--- src/rtl/epd_seq_pkg.sv ---
package epd_seq_pkg;

  typedef struct packed {
    logic gmode;
    logic gsp;
    logic gclk;
    logic ssp;
    logic le;
    logic oe;
  } epd_pins_t;

  typedef enum logic [1:0] {
    RG_OPEN  = 2'd0,
    RG_EMPTY = 2'd1,
    RG_DATA  = 2'd2,
    RG_CLOSE = 2'd3
  } epd_region_t;

  localparam epd_pins_t PINS_IDLE = '{gmode: 1'b0, gsp: 1'b1, gclk: 1'b0,
                                      ssp: 1'b1, le: 1'b0, oe: 1'b0};

  localparam int N_OPEN  = 3;
  localparam int N_EMPTY = 3;
  localparam int N_CLOSE = 2;

endpackage

--- src/rtl/epd_pos_counter.sv ---
module epd_pos_counter #(
  parameter int ROW_LEN = 304,
  parameter int N_ROWS  = 767,
  localparam int COL_W  = $clog2(ROW_LEN),
  localparam int ROW_W  = $clog2(N_ROWS)
) (
  input  logic             clk_i,
  input  logic             rst_ni,
  input  logic             start_i,
  output logic             run_o,
  output logic             launch_o,
  output logic             last_o,
  output logic [ROW_W-1:0] row_o,
  output logic [COL_W-1:0] col_o
);

  logic col_end, row_end;

  assign col_end  = col_o == COL_W'(ROW_LEN - 1);
  assign row_end  = row_o == ROW_W'(N_ROWS - 1);
  assign last_o   = run_o & col_end & row_end;
  assign launch_o = start_i & ~run_o;

  always_ff @(posedge clk_i or negedge rst_ni) begin
    if (!rst_ni) begin
      run_o <= 1'b0;
      row_o <= '0;
      col_o <= '0;
    end else if (launch_o) begin
      run_o <= 1'b1;
      row_o <= '0;
      col_o <= '0;
    end else if (run_o) begin
      if (col_end) begin
        col_o <= '0;
        if (row_end) begin
          row_o <= '0;
          run_o <= 1'b0;
        end else begin
          row_o <= row_o + 1'b1;
        end
      end else begin
        col_o <= col_o + 1'b1;
      end
    end
  end

endmodule

--- src/rtl/epd_row_decode.sv ---
module epd_row_decode
  import epd_seq_pkg::*;
#(
  parameter int LEAD_CLKS  = 40,
  parameter int DATA_CLKS  = 256,
  parameter int TRAIL_CLKS = 8,
  parameter int GATE_ROWS  = 758,
  parameter int SSP_HOLD   = 20,
  parameter int LE_GAP     = 2,
  parameter int LE_LEN     = 8,
  parameter int OE_DELAY   = 6,
  parameter int GCLK_LEAD  = 2,
  parameter int OPEN_IDLE  = 20,
  localparam int ROW_LEN   = LEAD_CLKS + DATA_CLKS + TRAIL_CLKS,
  localparam int N_ROWS    = N_OPEN + N_EMPTY + GATE_ROWS + 1 + N_CLOSE,
  localparam int COL_W     = $clog2(ROW_LEN),
  localparam int ROW_W     = $clog2(N_ROWS)
) (
  input  logic             run_i,
  input  logic [ROW_W-1:0] row_i,
  input  logic [COL_W-1:0] col_i,
  output epd_pins_t        pins_o,
  output logic             take_o
);

  localparam int THIRD    = ROW_LEN / 3;
  localparam int GCLK_DAT = DATA_CLKS / 3;
  localparam int LE_ON    = SSP_HOLD + LE_GAP;
  localparam int OE_ON    = LE_ON + OE_DELAY;
  localparam int DATA_END = LEAD_CLKS + DATA_CLKS;
  localparam int FIRST_DR = N_OPEN + N_EMPTY;

  epd_region_t region;
  int r, c, j;
  logic in_lead, in_data, in_trail, flush;

  always_comb begin
    r = int'(row_i);
    c = int'(col_i);
    j = r - FIRST_DR;
    if (r < N_OPEN)               region = RG_OPEN;
    else if (r < FIRST_DR)        region = RG_EMPTY;
    else if (j <= GATE_ROWS)      region = RG_DATA;
    else                          region = RG_CLOSE;
    in_lead  = c < LEAD_CLKS;
    in_data  = !in_lead && (c < DATA_END);
    in_trail = !in_lead && !in_data;
    flush    = j == GATE_ROWS;
  end

  always_comb begin
    pins_o = PINS_IDLE;
    take_o = 1'b0;
    if (run_i) begin
      pins_o.gmode = 1'b1;
      unique case (region)
        RG_OPEN: begin
          if (r == 0) begin
            pins_o.gclk = (c >= OPEN_IDLE) && (c < OPEN_IDLE + 2 * THIRD);
          end else begin
            pins_o.gclk = c < 2 * THIRD;
            // token low across the row 1/2 boundary
            pins_o.gsp  = (r == 1) ? (c < THIRD) : (c >= THIRD);
          end
        end
        RG_EMPTY: pins_o.gclk = c < 2 * THIRD;
        RG_DATA: begin
          pins_o.ssp  = in_lead || in_trail || flush;
          pins_o.le   = (j != 0) && in_lead && (c >= LE_ON) && (c < LE_ON + LE_LEN);
          if (in_lead)
            pins_o.oe = (c < SSP_HOLD) ? (j >= 2) : ((j != 0) && (c >= OE_ON));
          else
            pins_o.oe = j != 0;
          pins_o.gclk = (in_lead && (c >= LEAD_CLKS - GCLK_LEAD)) ||
                        (in_data && (c < LEAD_CLKS + GCLK_DAT));
          take_o      = in_data && !flush;
        end
        default: pins_o.gmode = 1'b0;
      endcase
    end
  end

endmodule

--- src/rtl/epd_pix_path.sv ---
module epd_pix_path #(
  parameter int DATA_W = 8
) (
  input  logic              clk_i,
  input  logic              rst_ni,
  input  logic              take_i,
  input  logic              launch_i,
  input  logic              valid_i,
  input  logic [DATA_W-1:0] data_i,
  output logic [DATA_W-1:0] data_o,
  output logic              underrun_o
);

  always_ff @(posedge clk_i or negedge rst_ni) begin
    if (!rst_ni) begin
      data_o     <= '0;
      underrun_o <= 1'b0;
    end else begin
      data_o <= (take_i && valid_i) ? data_i : '0;
      if (launch_i)                 underrun_o <= 1'b0;
      else if (take_i && !valid_i)  underrun_o <= 1'b1;
    end
  end

endmodule

--- src/rtl/epd_frame_seq.sv ---
module epd_frame_seq
  import epd_seq_pkg::*;
#(
  parameter int SRC_COLS   = 1024,
  parameter int DATA_W     = 8,
  parameter int LEAD_CLKS  = 40,
  parameter int TRAIL_CLKS = 8,
  parameter int GATE_ROWS  = 758,
  localparam int PIX_PER_CLK = DATA_W / 2,
  localparam int DATA_CLKS   = SRC_COLS / PIX_PER_CLK,
  localparam int ROW_LEN     = LEAD_CLKS + DATA_CLKS + TRAIL_CLKS,
  localparam int N_ROWS      = N_OPEN + N_EMPTY + GATE_ROWS + 1 + N_CLOSE,
  localparam int COL_W       = $clog2(ROW_LEN),
  localparam int ROW_W       = $clog2(N_ROWS)
) (
  input  logic              clk_i,
  input  logic              rst_ni,
  input  logic              start_i,
  input  logic              pix_valid_i,
  input  logic [DATA_W-1:0] pix_data_i,
  output logic              pix_ready_o,
  output logic [DATA_W-1:0] src_data_o,
  output logic              src_start_o,
  output logic              src_latch_o,
  output logic              src_oe_o,
  output logic              gate_clk_o,
  output logic              gate_start_o,
  output logic              gate_mode_o,
  output logic              busy_o,
  output logic              done_o,
  output logic              underrun_o
);

  logic             run, launch, last, take, fin_q;
  logic [ROW_W-1:0] row;
  logic [COL_W-1:0] col;
  epd_pins_t        pins_d, pins_q;

  epd_pos_counter #(
    .ROW_LEN (ROW_LEN),
    .N_ROWS  (N_ROWS)
  ) i_pos (
    .clk_i    (clk_i),
    .rst_ni   (rst_ni),
    .start_i  (start_i),
    .run_o    (run),
    .launch_o (launch),
    .last_o   (last),
    .row_o    (row),
    .col_o    (col)
  );

  epd_row_decode #(
    .LEAD_CLKS  (LEAD_CLKS),
    .DATA_CLKS  (DATA_CLKS),
    .TRAIL_CLKS (TRAIL_CLKS),
    .GATE_ROWS  (GATE_ROWS)
  ) i_dec (
    .run_i  (run),
    .row_i  (row),
    .col_i  (col),
    .pins_o (pins_d),
    .take_o (take)
  );

  epd_pix_path #(
    .DATA_W (DATA_W)
  ) i_pix (
    .clk_i      (clk_i),
    .rst_ni     (rst_ni),
    .take_i     (take),
    .launch_i   (launch),
    .valid_i    (pix_valid_i),
    .data_i     (pix_data_i),
    .data_o     (src_data_o),
    .underrun_o (underrun_o)
  );

  always_ff @(posedge clk_i or negedge rst_ni) begin
    if (!rst_ni) begin
      pins_q <= PINS_IDLE;
      fin_q  <= 1'b0;
      done_o <= 1'b0;
    end else begin
      pins_q <= pins_d;
      fin_q  <= last;
      done_o <= fin_q;
    end
  end

  assign pix_ready_o  = take;
  assign busy_o       = run;
  assign gate_mode_o  = pins_q.gmode;
  assign gate_start_o = pins_q.gsp;
  assign gate_clk_o   = pins_q.gclk;
  assign src_start_o  = pins_q.ssp;
  assign src_latch_o  = pins_q.le;
  assign src_oe_o     = pins_q.oe;

endmodule

--- config.mk ---
export PLATFORM = sky130hd
export DESIGN_NAME = epd_frame_seq
export DESIGN_NICKNAME = d
export VERILOG_FILES = /design/src/rtl/epd_seq_pkg.sv /design/src/rtl/epd_pos_counter.sv /design/src/rtl/epd_row_decode.sv /design/src/rtl/epd_pix_path.sv /design/src/rtl/epd_frame_seq.sv
export SDC_FILE = /design/constraint.sdc
export NUM_CORES = 1
export LEC_CHECK = 0
export BUFFER_PORTS_ARGS = -buffer_cell sky130_fd_sc_hd__buf_2
export CORE_ASPECT_RATIO = 1.75
export CORE_UTILIZATION = 50
export DETAILED_ROUTE_END_ITERATION = 10
export GPL_TIMING_DRIVEN = 0
export PLACE_DENSITY = 0.77
export SYNTH_ARGS = -nofsm -noshare
export SYNTH_HDL_FRONTEND = slang
export SYNTH_HIERARCHICAL = 1
export SYNTH_SLANG_ARGS = --single-unit
export TNS_END_PERCENT = 1
--- constraint.sdc ---
create_clock -name clk_i -period 3.03 [get_ports clk_i]
set_input_delay 0.4545 -clock clk_i [delete_from_list [all_inputs] [get_ports clk_i]]
set_output_delay 0.4545 -clock clk_i [all_outputs]
set_load 0.03 [all_outputs]
# Word-level counts from Yosys, hierarchy flattened
# Cells that the tools add are included.
[word_totals]
out_inout_bits = 18
wordCells = 99
in_bits = 12
regBits = 37
romBits = 0
mem_bits_rw = 0
n_memories = 0
latchBits = 0
[classes]
div_mod_pow = 0
n_eq_ne = 6
shift = 0
n_lt_le_gt_ge = 17
n_reduce_logical = 27
multipliers = 0
muxes = 29
n_addsub = 3
n_bitwise = 4
[op_table]
columns = ["operator", "count"]
rows = [
  ["$mux 10", 4],
  ["$eq 32x11->1 const B", 1],
  ["$ge 32x3->1 const B", 1],
  ["$le 32x11->1 const B", 1],
  ["$logic_not 32->1", 1],
  ["$reduce_bool 32->1", 1],
  ["$ge 9x5->1 const B", 3],
  ["$mux 9", 3],
  ["$lt 9x5->1 const B", 2],
  ["$lt 9x7->1 const B", 2],
  ["$lt 9x8->1 const B", 2],
  ["$mux 1", 16],
  ["$logic_and 1x1->1", 12],
  ["$sub 10x3->11 const B", 1],
  ["$add 10x1->10 const B", 1],
  ["$eq 10x10->1 const B", 1],
  ["$eq 10x2->1 const B", 1],
  ["$lt 10x2->1 const B", 1],
  ["$lt 10x3->1 const B", 1],
  ["$add 9x1->9 const B", 1],
  ["$eq 9x9->1 const B", 1],
  ["$ge 9x6->1 const B", 1],
  ["$ge 9x7->1 const B", 1],
  ["$lt 9x6->1 const B", 1],
  ["other kinds (16)", 26],
]

# Longest topological paths before layout
[logic_depth]
ltp_word = 11
ltp_mapped = 11

# Cells and area by module
# The synthesis kept the hierarchy.
[modules_own_cells]
columns = ["module", "n_inst", "cells_each", "area_each_um2"]
rows = [
  ["epd_pos_counter", 1, 120, 1179.9],
  ["epd_row_decode", 1, 117, 706.9],
  ["epd_pix_path", 1, 20, 304.0],
  ["epd_frame_seq", 1, 8, 202.7],
]

# Worst setup path before layout
# Ideal clock, no wire load.
[synth_path]
path_type = "register to output"
start = "register i_pos.row_o[2]"
end = "output port pix_ready_o"
n_path_buf = 1
arrival_time_ns = 2.695
path_stages_with_launch = 9
slack_ns = -0.119
cell_sequence = "dfrtp_1 > ha_1 > clkbuf_1 > nor2_1 > nor4b_1 > o211ai_1 > a21oi_2 > o21ai_2 > nor3_1"
[synth_via]
elab_chain_cells = 8
elab_cells_between_ends = 13
classes_between = "1 x add/sub; 3 x order compare; 2 x eq/ne; 5 x mux; 2 x reduce/logical"
[synth_rtl]
columns = ["item", "line_no", "source"]
rows = [
  ["start, declared", "epd_pos_counter.sv:13", "output logic [ROW_W-1:0] row_o,"],
  ["start signal, assigned", "epd_pos_counter.sv:40", "row_o <= row_o + 1'b1;"],
  ["$sub 10x3->11", "epd_row_decode.sv:40", "j = r - FIRST_DR;"],
  ["$le 32x11->1", "epd_row_decode.sv:43", "else if (j <= GATE_ROWS) region = RG_DATA;"],
  ["$mux 1", "epd_row_decode.sv:43", ""],
  ["$mux 2", "epd_row_decode.sv:42", "else if (r < FIRST_DR) region = RG_EMPTY;"],
  ["$mux 2", "epd_row_decode.sv:41", "if (r < N_OPEN) region = RG_OPEN;"],
  ["$eq 2x2->1", "epd_row_decode.sv:56", "unique case (region)"],
  ["$mux 1 (*)", "epd_row_decode.sv:56", ""],
  ["$mux 1 (*)", "epd_row_decode.sv:54", "if (run_i) begin"],
  ["end, declared", "epd_frame_seq.sv:21", "output logic pix_ready_o,"],
]
# Mark *: on every way between the ends. The rest lies on a longest branch, timed or not.

# Worst setup path in the final report
[layout_path]
start = "register i_pos.row_o[1]"
end = "output port pix_ready_o"
# Same word-level chain as after synthesis.

==> flow_metrics.env <==
export IMPL_n_fill_cell=419
export IMPL_antenna_left=0
export IMPL_antenna_found_initial=0
export IMPL_coreArea_um2=4620
export IMPL_cts_clk_slew_worst_paths_ps=80
export IMPL_rsz0062_at_grt="no"
export IMPL_max_freq_mhz=347
export IMPL_finalWirelength_mm=5.88
export IMPL_syn_to_final_growth_pct=15.1
export IMPL_cts_buffers=5
export IMPL_h_tree_depth=2
export IMPL_tns_ps=0
export IMPL_crit_family="adder cells"
export IMPL_synth_warnings=6
export IMPL_clk_latency_ps=300
export IMPL_cts_hold_buf=0
export IMPL_drive_gt1_share_pct=26.9
export IMPL_die_area_um2=5080
export IMPL_synth_edff_count=0
export IMPL_fin_crit_sh_pct=95.2
export IMPL_grt_pass1_vias=2014
export IMPL_min_path_type="primary input to asynchronous set/reset pin"
export IMPL_cts_buffer_depth=2
export IMPL_timing_final_hold_violations=0
export IMPL_cts_tree="done"
export IMPL_netlist_area_um2=2390
export IMPL_synth_nets=283
export IMPL_yosysSeqAreaShare_pct=38.8
export IMPL_port_buffers=29
export IMPL_slew_viol_final=0
export IMPL_relSlewSlack_pct=44.3
export IMPL_dieHeight_um=93.5
export IMPL_nets=322
export IMPL_dp_hpwl_mm=4.28
export IMPL_ys_ff_latch=37
export IMPL_diodes=0
export IMPL_via_per_inst=6.22
export IMPL_grt_overflow_total=0
export IMPL_grt_max_degree=38
export IMPL_drc=0
export IMPL_end_kind="primary output"
export IMPL_synth_async_reset_ratio_pct=100
export IMPL_p_per_area_nw_per_um2=856
export IMPL_status="completed"
export IMPL_cts_root_buf="clkbuf_8"
export IMPL_finalCriticalPeriod_ps=2880
export IMPL_vias=2219
export IMPL_grt_pass1_wl_mm=9.47
export IMPL_cp_num_buf_inv=3
export IMPL_crit_chain="buf_6 > inv_1 > ha_1 > maj3_1 > nand2_1 > a32oi_1 > a21oi_2 > o21ai_2 > nor3_4 > clkbuf_4"
export IMPL_wire_per_inst_um=16.5
export IMPL_required_ps=2580
export IMPL_startpoint_type="flip-flop"
export IMPL_globalplace_congestion=0.927
export IMPL_rows=33
export IMPL_worstPathArrival_ps=2430
export IMPL_critPathMaxFanout=10
export IMPL_final_cells=357
export IMPL_start_util_pct=51.8
export IMPL_synth_ff_type="dfrtp_1"
export IMPL_dieWidth_um=54.3
export IMPL_max_stage_delay_ps=450
export IMPL_gr_usage_all_layers_pct=25.8
export IMPL_path_class="flip-flop to primary output"
export IMPL_finalClockSkew_ps=4.80
export IMPL_tightestPinTransition_ps=836
export IMPL_place_inst=346
export IMPL_syn_avg_cell_area_um2=9.03
export IMPL_pin_count=30
export IMPL_cap_viol_max_count=0
export IMPL_setup_viol=0
export IMPL_drtPass1Iterations=4
export IMPL_drt_iter0_drc=103
export IMPL_clock_sink_count=37
export IMPL_p_leak_nw=1.20
export IMPL_slowest_stage="dfrtp_2"
export IMPL_synthDistinctLibCells=63
export IMPL_syn_instance_count=265
export IMPL_peakVddDrop_uv=532
## synthesized netlist by cell type, types with 3 or more instances
library cell,count,share of area (%)
and3_1,7,1.8
or3_1,4,1.0
nor2_1,20,3.1
a21oi_1,12,2.5
nor3_1,10,2.1
o211ai_1,3,0.94
nand2b_1,7,1.8
buf_6,3,1.4
dfrtp_1,35,37
clkbuf_1,5,0.78
xor2_1,3,1.1
ha_1,6,3.1
o21ai_0,11,2.3
buf_2,3,0.63
nand2_1,24,3.8
a31oi_1,18,4.7
nand3b_1,6,1.9
inv_1,11,1.7
nand4_1,5,1.3
and3_2,8,2.5
nand3_1,9,1.9
## per-layer routing
layer / vias up / track usage (%) / wire [um]
li1: 1071 / - / -
met1: 1088 / 25.3 / 2170
met2: 51 / 47.1 / 3410
met3: 9 / 4.88 / 164
met4: 0 / 13.7 / 137
met5: - / 0 / 0
## logic make-up after synthesis
kind of cell / after synthesis / synth area share (%)
AO/OA/AOI/OAI: 73 / 21.7
XOR/XNOR: 5 / 1.83
adder cells (fa/ha/maj): 7 / 3.55
buffers and inverters: 24 / 5.07
flip-flops: 37 / 38.8
multiplexers: 2 / 0.836
AND/OR/NAND/NOR: 117 / 28.2
## where the power goes
part           total [W]  leakage, nW  internal (W)  switching, W
combinational    0.00110        0.713      0.000455      0.000644
clock           0.000355       0.0481      0.000163      0.000192
sequential      0.000904        0.440      0.000641      0.000262
total            0.00236         1.20       0.00126       0.00110
## cell type report
cell class	count	area (um^2)	share of cell area, %
tap	52	65.1	2.36
buffer	13	87.6	3.18
clock inverter	3	22.5	0.818
multi-input combinational	204	1370	49.7
clock buffer	5	68.8	2.50
inverter	11	41.3	1.50
timing repair buffer	32	170	6.18
sequential	37	931	33.8
## state kept, by name, indices dropped and copies added (netlist names)
signal / flops
i_pos/row_o: 10
i_pos/col_o: 9
gate_start_o: 1
done_o: 1
gate_mode_o: 1
gate_clk_o: 1
i_pix/data_o: 8
i_pos/run_o: 1
fin_q: 1
i_pix/underrun_o: 1
src_oe_o: 1
src_latch_o: 1
src_start_o: 1
## final timing paths
kind / to / from / slack [ps] / cells past startpoint
max in group asynchronous: i_pos/row_o[1] / rst_ni / 2200 / 1
worst min register to register: done_o / fin_q / 360 / 0
worst max register to register: i_pix/data_o[4] / i_pos/row_o[1] / 650 / 10
min in group clk_i: done_o / fin_q / 360 / 0
worst min-delay path: done_o / rst_ni / 250 / 1
worst max-delay path: pix_ready_o / i_pos/row_o[1] / 150 / 10
## layout by cell type (no fill, tap or decap), types with 4 or more instances in the layout
cell      instances
a21oi_1          12
a31oi_1          18
and3_1            7
and3_2            8
buf_2            30
buf_4             4
buf_6             4
clkbuf_1          4
clkbuf_8          5
dfrtp_1          33
ha_1              6
inv_1            11
nand2_1          24
nand2b_1          7
nand3_1           9
nand3b_1          6
nand4_1           5
nor2_1           20
nor3_1            8
o21ai_0          10
or3_1             4
## per-stage QoR
stage | util (%) | hold WS, ps | setup slack, ps | total power (W) | area (um^2)
final | 59.6 | 249 | 145 | 0.00236 | 2750
after global routing | 59.6 | 324 | 4.56 | 0.00253 | 2750
after CTS | 58.9 | 282 | 11.3 | 0.00233 | 2720
after detailed placement | 56.4 | 347 | -168 | 0.00192 | 2610
after global placement | 56.4 | 334 | -147 | 0.00190 | 2610
after floorplan | - | 159 | 250 | 0.00163 | 2400
## worst register-to-register path, cell delays in order (launching register included)
cell and delay [ps]:
dfrtp_2 470, ha_1 230, clkbuf_2 190, nor3_2 200, a21oi_1 100, o211ai_1 270, a21oi_2 90, o21ai_2 290
nor3_4 70, buf_4 170, and3_2 200
## timing repair
action	in CTS	in global routing
resized for setup	5	5
pin swaps	1	0
endpoints found under the setup margin	1	1
setup buffers	1	2
No activity file was read; power rests on OpenSTA's default activity.
